`config.mk`:
```
export PLATFORM = sky130hd
export DESIGN_NAME = pmul_unit
export DESIGN_NICKNAME = d
export VERILOG_FILES = /design/src/rtl/pmul_unit.sv
export SDC_FILE = /design/constraint.sdc
export NUM_CORES = 2
export LEC_CHECK = 0
export CORE_ASPECT_RATIO = 1.1
export CORE_MARGIN = 3
export CORE_UTILIZATION = 40
export CTS_CLUSTER_DIAMETER = 200
export CTS_CLUSTER_SIZE = 10
export DETAILED_ROUTE_END_ITERATION = 10
export PLACE_DENSITY_LB_ADDON = 0.12
export SLEW_MARGIN = 20
export SYNTH_ARGS = -nofsm -noshare
export SYNTH_HDL_FRONTEND = slang
export SYNTH_SLANG_ARGS = --single-unit
```
`constraint.sdc`:
```
create_clock -name clk -period 15.1 [get_ports clk]
set_clock_uncertainty 0.05 [all_clocks]
set_input_delay 2.265 -clock clk [delete_from_list [all_inputs] [get_ports clk]]
set_output_delay 2.265 -clock clk [all_outputs]
set_load 0.005 [all_outputs]
```
`src/rtl/pmul_unit.sv`:
```
module pmul_unit #(
  parameter int DW   = 32,
  parameter int XR_N = 16,
  parameter int XIW  = $clog2(XR_N),
  parameter int GIW  = 5
) (
  input  logic           clk,
  input  logic           rst_n,
  input  logic           issue_valid,
  input  logic [31:0]    instr,
  output logic [GIW-1:0] src1_idx,
  input  logic [DW-1:0]  src1_val,
  output logic [GIW-1:0] src2_idx,
  input  logic [DW-1:0]  src2_val,
  output logic           done,
  output logic           xr_hi_we,
  output logic [XIW-1:0] xr_hi_idx,
  output logic [DW-1:0]  xr_hi_data,
  output logic           xr_lo_we,
  output logic [XIW-1:0] xr_lo_idx,
  output logic [DW-1:0]  xr_lo_data,
  output logic           hi_we,
  output logic           lo_we,
  output logic [DW-1:0]  hi_q,
  output logic [DW-1:0]  lo_q,
  input  logic [XIW-1:0] xr_rd_idx,
  output logic [DW-1:0]  xr_rd_data
);
  localparam int PW        = 2 * DW;
  localparam int HI_IDX_LSB = 6;
  localparam int LO_IDX_LSB = HI_IDX_LSB + XIW;
  localparam int SUB_LSB    = 14;
  localparam int S1_LSB     = 16;
  localparam int S2_LSB     = S1_LSB + GIW;

  logic [1:0] sub_op;
  logic       legal, go, zero_src, sgn;
  logic signed [PW+1:0] prod_full;
  logic [PW-1:0] prod_q;
  logic [XIW-1:0] hi_idx_q, lo_idx_q;
  logic [DW-1:0] xr [XR_N];

  assign sub_op   = instr[SUB_LSB +: 2];
  assign legal    = (sub_op[1] == 1'b0);
  assign sgn      = (sub_op[0] == 1'b0);
  assign go       = issue_valid && legal;
  assign src1_idx = instr[S1_LSB +: GIW];
  assign src2_idx = instr[S2_LSB +: GIW];
  assign zero_src = (src1_idx == '0) || (src2_idx == '0);

  assign prod_full = $signed({sgn & src1_val[DW-1], src1_val}) *
                     $signed({sgn & src2_val[DW-1], src2_val});

  always_ff @(posedge clk) begin
    if (!rst_n) begin
      done     <= 1'b0;
      prod_q   <= '0;
      hi_idx_q <= '0;
      lo_idx_q <= '0;
    end else begin
      done <= go;
      if (go) begin
        prod_q   <= zero_src ? '0 : prod_full[PW-1:0];
        hi_idx_q <= instr[HI_IDX_LSB +: XIW];
        lo_idx_q <= instr[LO_IDX_LSB +: XIW];
      end
    end
  end

  assign xr_hi_we   = done;
  assign xr_lo_we   = done;
  assign hi_we      = done;
  assign lo_we      = done;
  assign xr_hi_idx  = hi_idx_q;
  assign xr_lo_idx  = lo_idx_q;
  assign xr_hi_data = prod_q[PW-1:DW];
  assign xr_lo_data = prod_q[DW-1:0];

  always_ff @(posedge clk) begin
    if (!rst_n) begin
      hi_q <= '0;
      lo_q <= '0;
    end else begin
      if (hi_we) hi_q <= xr_hi_data;
      if (lo_we) lo_q <= xr_lo_data;
    end
  end

  assign xr[0] = '0;
  for (genvar i = 1; i < XR_N; i++) begin : g_xr
    always_ff @(posedge clk) begin
      if (!rst_n)
        xr[i] <= '0;
      else if (xr_lo_we && xr_lo_idx == XIW'(i))
        xr[i] <= xr_lo_data;
      else if (xr_hi_we && xr_hi_idx == XIW'(i))
        xr[i] <= xr_hi_data;
    end
  end

  assign xr_rd_data = xr[xr_rd_idx];

  assert_done_after_issue_R7: assert property (@(posedge clk) disable iff (!rst_n)
    done |-> $past(issue_valid));
  assert_zero_src_R4: assert property (@(posedge clk) disable iff (!rst_n)
    (issue_valid && legal && (instr[S1_LSB +: GIW] == '0 || instr[S2_LSB +: GIW] == '0))
      |=> (xr_hi_data == '0 && xr_lo_data == '0));
  assert_hilo_load_R5: assert property (@(posedge clk) disable iff (!rst_n)
    done |=> (hi_q == $past(xr_hi_data) && lo_q == $past(xr_lo_data)));
  assert_other_op_R10: assert property (@(posedge clk) disable iff (!rst_n)
    (issue_valid && instr[SUB_LSB+1]) |=> !done);
  assert_lo_wins_R8: assert property (@(posedge clk) disable iff (!rst_n)
    (done && xr_hi_idx == xr_lo_idx && xr_lo_idx != '0) |=>
      (xr[$past(xr_lo_idx)] == $past(xr_lo_data)));
  always_comb begin
    if (rst_n) assert_entry0_zero_R9: assert (xr_rd_idx != '0 || xr_rd_data == '0);
  end
endmodule

```
### Word level (Yosys, flattened, before mapping)

Cells that the tools add are included.

| storage, ports and cells | value |
|---|---|
| register bits after elaboration | 617 |
| bits of input ports | 103 |
| output and inout bits | 183 |
| word-level logic and storage cells | 141 |

| operators by class | value |
|---|---|
| $mul | 1 |
| magnitude comparators | 1 |
| equal/unequal tests | 30 |
| mux-type cells | 34 |
| bitwise operators | 5 |
| reduce and logical (&&, ||, !) cells | 49 |

Operator list:

| cell | number |
|---|---|
| 32-bit 2-to-1 mux | 32 |
| 32-bit binary-select mux with 4-bit select | 1 |
| 4-bit equality test (second input constant) | 16 |
| 33-bit by 33-bit multiplier with 64-bit output | 1 |
| 64-bit 2-to-1 mux | 1 |
| 4-bit by 3-bit equality test with 1-bit output (second input constant) | 8 |
| 1-bit logical AND | 31 |
| 2-bit nonzero test | 15 |
| 4-bit by 2-bit equality test with 1-bit output (second input constant) | 4 |
| 5-bit zero test | 2 |
| 4-bit by 1-bit equality test with 1-bit output (second input constant) | 2 |
| 5-bit greater-or-equal comparator (second input constant) | 1 |
| 4-bit inverter with 5-bit output | 1 |
| 1-bit bitwise AND | 2 |
| 1-bit inverter | 2 |
| 1-bit logical OR | 1 |

### Depth between registers and ports, before layout

| depth | value |
|---|---|
| word-level depth | 4 |
| mapped depth | 30 |
| mapped depth without buffers | 28 |

### Worst setup path before layout

OpenSTA, ideal clock, no wires.

| timing path | value |
|---|---|
| path type | input to register |
| start | in src1_val[31] |
| end | reg prod_q[56] |
| library setup time | 0.117 ns |
| data arrival time | 9.665 ns |
| setup slack | 5.268 ns |
| cell stages on the path | 29 |
| path buffers | 2 |
| cells stage by stage | nor2b_1 clkbuf_1 nand2_1 inv_1 fa_1 inv_1 fa_1 inv_1 fa_1 fa_1 inv_1 fa_1 inv_1 fa_1 inv_1 fa_1 fa_1 inv_1 ha_1 clkbuf_1 a21o_1 a21o_1 a21oi_1 nand2_1 nor2_1 a31oi_2 a21o_1 a211o_1 a32o_1 |

| between the ends | value |
|---|---|
| longest elaborated chain between the ends | 3 |

RTL lines:

| what | RTL line | text |
|---|---|---|
| start, declared | 12 | `input logic [DW-1:0] src1_val,` |
| 1-bit bitwise AND | 51 | `assign prod_full = $signed({sgn & src1_val[DW-1], src1_val}) *` |
| 33-bit by 33-bit multiplier with 64-bit output (*) | 51 |  |
| 64-bit 2-to-1 mux (*) | 63 | `prod_q <= zero_src ? '0 : prod_full[PW-1:0];` |
| end signal, assigned | 63 |  |
| end, declared | 39 | `logic [PW-1:0] prod_q;` |

Every way passes the cells marked *; elsewhere a longest branch is shown, timed or not.
A chain may end at the register's enable or synchronous reset.

### Final worst setup path

| timing path | value |
|---|---|
| start | in src1_val[31] |
| end | reg prod_q[58] |

Same word-level chain as after synthesis.

==> flow_summary.json <==
{
  "timing.critical_path.from_type": "input pin",
  "final.fill_count": 16600,
  "report.final.setup_viol": 0,
  "drt-total-wl_um": 233000,
  "grt_max_degree": 128,
  "rel_slew_slack_pct": 21.5,
  "synth_edf_count": 0,
  "report.final.hold_viol_count": 0,
  "critPathArrivalTime_ns": 11.91,
  "cts_made_buffers": 71,
  "cts-root-to-sink-buffers": 3,
  "synthMostInstantiatedCell": "nand2_1",
  "cp-endpoint": "prod_q[58]",
  "die-width_um": 402,
  "utilization_pct": 44.0,
  "design.final.nets": 8488,
  "synth.lib_cells_used.distinct": 74,
  "critical-path-max-stage-delay_ns": 0.96,
  "minimum_setup_slack_after_placement_ns": 2.94,
  "hold_buffers": 0,
  "launch_point_of_the_worst_reg_to_reg_path": "done",
  "cpMaxStageDelayCell": "fa_1",
  "avgSynthCellArea_um2": 9.60,
  "antenna_found_initial": 4,
  "core.rowCount": 159,
  "worst_r2r_path_depth": 6,
  "timing.setup.critical_path_class": "in -> reg",
  "clock_sink_count": 617,
  "seq_area_frac_synth_pct": 17.9,
  "dp.final_hpwl_um": 152000,
  "cts_resized": 0,
  "critical_path.startpoint": "src1_val[31]",
  "synth_top_area_share_pct": 32.6,
  "rsz_0062_raised_after_global_routing": "no",
  "clock_tree.htree_level_count": 3,
  "i_o_pin_count": 286,
  "max_freq_ghz": 0.0873,
  "ff2ff_setup_slack_ns": 11.47,
  "gr-usage-all-layers_pct": 26.2,
  "final_antenna_net_count": 0,
  "grt_overflow": 0,
  "post-route-min-period_ns": 11.45,
  "timing.critical_path.to_type": "register",
  "clk_latency_ns": 0.65,
  "postLayoutSetupSlackWorst_ns": 3.65,
  "synth.yosys.warnings": 0,
  "synthTopCellsByCount": "nand2_1 (1264), inv_1 (1133), fa_1 (1125)",
  "synthTopCellsByArea": "fa_1 (33%), dfxtp_1 (18%), mux2i_1 (7.9%)",
  "finalMaxSlewViolations": 0,
  "outcome": "complete, no violations",
  "fp.dieH_um": 442,
  "postSynthNetCount": 8635,
  "routed_via_density": 5.47,
  "post_route_cells_drive_above_1_share_pct": 6.48,
  "multi_input_area_um2": 50200,
  "worst_setup_hold_path_clk_slew_ns": 0.05,
  "transition_time_at_the_pin_with_the_least_slew_margin_ns": 1.17,
  "first_pass_iters": 5,
  "drtIter0Drc": 3880,
  "timing.max_cap.violations": 0,
  "vias": 51000,
  "final_min_period_over_clock_period_pct": 75.9,
  "average_wire_length_per_cell_after_detail_routing_um": 25.0,
  "timing.critical_path.required_ns": 15.56,
  "cpMostUsedCell": "fa_1",
  "layout-area-overhead-vs-synth_pct": 8.89,
  "syn-instance-count": 7195,
  "critical_path.reg2reg.endpoint": "xr[245]",
  "clock-root-buffer": "clkbuf_16",
  "placement.io_buffers": 273,
  "crit_path_max_fanout": 33,
  "fin_setup_tns_ns": 0,
  "floorplan.initialDensity_pct": 40.4,
  "fp.coreArea_um2": 171000,
  "drc": 0,
  "sequential_cell_area_um2": 12400,
  "postCtsSetupRepairBufs": 0,
  "post_synth_top_flop": "dfxtp_1",
  "synthesis.area_um2": 69100,
  "asyncSetResetFlopFracSynth_pct": 0,
  "place_congestion": 0.841,
  "post_synthesis_sequential_element_count": 617,
  "tritoncts": "built",
  "yosys.area.top_type": "fa_1",
  "hold_path.class": "reg -> reg",
  "design.die.area_um2": 178000,
  "num_antenna_cells": 0,
  "vias_in_the_first_global_route": 54200,
  "grt_first_pass_wirelength_um": 351000
}
area by class of cell:
type	count	area share, %
clock buffer	74	2.43
clock inverter	6	0.115
inverter	1133	5.65
multi-input combinational	4814	66.7
sequential	617	16.4
tap	2254	3.75
timing repair buffer	411	4.89
logic make-up after synthesis:
logic type      Yosys count  synth area share (%)
mux                     707                  12.6
compound gates          776                  9.90
buf+inv                1764                  9.73
simple gates           1927                  12.6
xor+xnor                 67                 0.849
fa+ha+maj              1337                  36.4
flops                   617                  17.9
how the worst min path moves through the flow:
stage / startpoint / end / slack (ns) / cells past startpoint
floorplan: xr_lo_idx[3] / xr_lo_idx[3] / 0.45 / 2
global placement: prod_q[39] / prod_q[39] / 0.43 / 2
detailed placement: lo_q[31] / lo_q[31] / 0.45 / 2
CTS: prod_q[39] / prod_q[39] / 0.46 / 2
global route: prod_q[39] / prod_q[39] / 0.47 / 2
finish: prod_q[39] / prod_q[39] / 0.46 / 2
through the flow:
| step | hold slack (ns) | instances | area, µm² |
|---|---|---|---|
| 5_1_grt | 0.468 | 9309 | 75200 |
| 6_report | 0.459 | 9309 | 75200 |
| 3_3_place_gp | 0.435 | 9229 | 73300 |
| 4_1_cts | 0.460 | 9309 | 75200 |
| 3_5_place_dp | 0.451 | 9229 | 73300 |
| 2_1_floorplan | 0.450 | 7195 | 69100 |
layout by cell type, fill, tap and decap left out, drive strengths merged, types with 5 or more instances in the layout:
master and instances:
nor2b 117, nand3b 8, fa 1125, xnor2 48, and2 366, a21boi 16, a21oi 64, buf 159
nand2 1264, or3 6, a21o 29, a22o 33, xor2 19, a31oi 5, nor3 10, nor3b 5
mux2i 546, o21bai 7, o21ai 63, nand3 26, o211ai 5, inv 1136, nor2 70, o21a 6
mux4 128, mux2 33, o211a 481, dfxtp 617, nand4 15, or2 13, nand2b 17, clkbuf 75
and3 6, ha 212, a22oi 34, clkdlybuf4s50 251
flip-flops by register name, summed over array words and instances, names as in the netlist:
| register | count |
|---|---|
| hi_q | 32 |
| prod_q | 64 |
| done | 1 |
| lo_q | 32 |
| xr | 480 |
| xr_lo_idx | 4 |
| xr_hi_idx | 4 |
metal layers:
layer	share of wire [%]	GRT usage [%]	wire length (µm)
met3	5.7	3.32	13400
met2	48	44.8	113000
met1	43	34.8	99800
met4	3.0	7.54	7000
met5	0.0052	0	12
worst max-delay path: cells and delay by family:
family                     cells  cell delay [ns]
adders and majority gates      9             4.80
buffers and inverters         10             2.56
AOI/OAI and AO/OA              7             1.39
and+or+nand+nor                4             0.63
xor gates and xnor gates       1             0.21
Power is not shown: default switching activity piles up to over one toggle a cycle in this logic, so the estimate is an artifact.
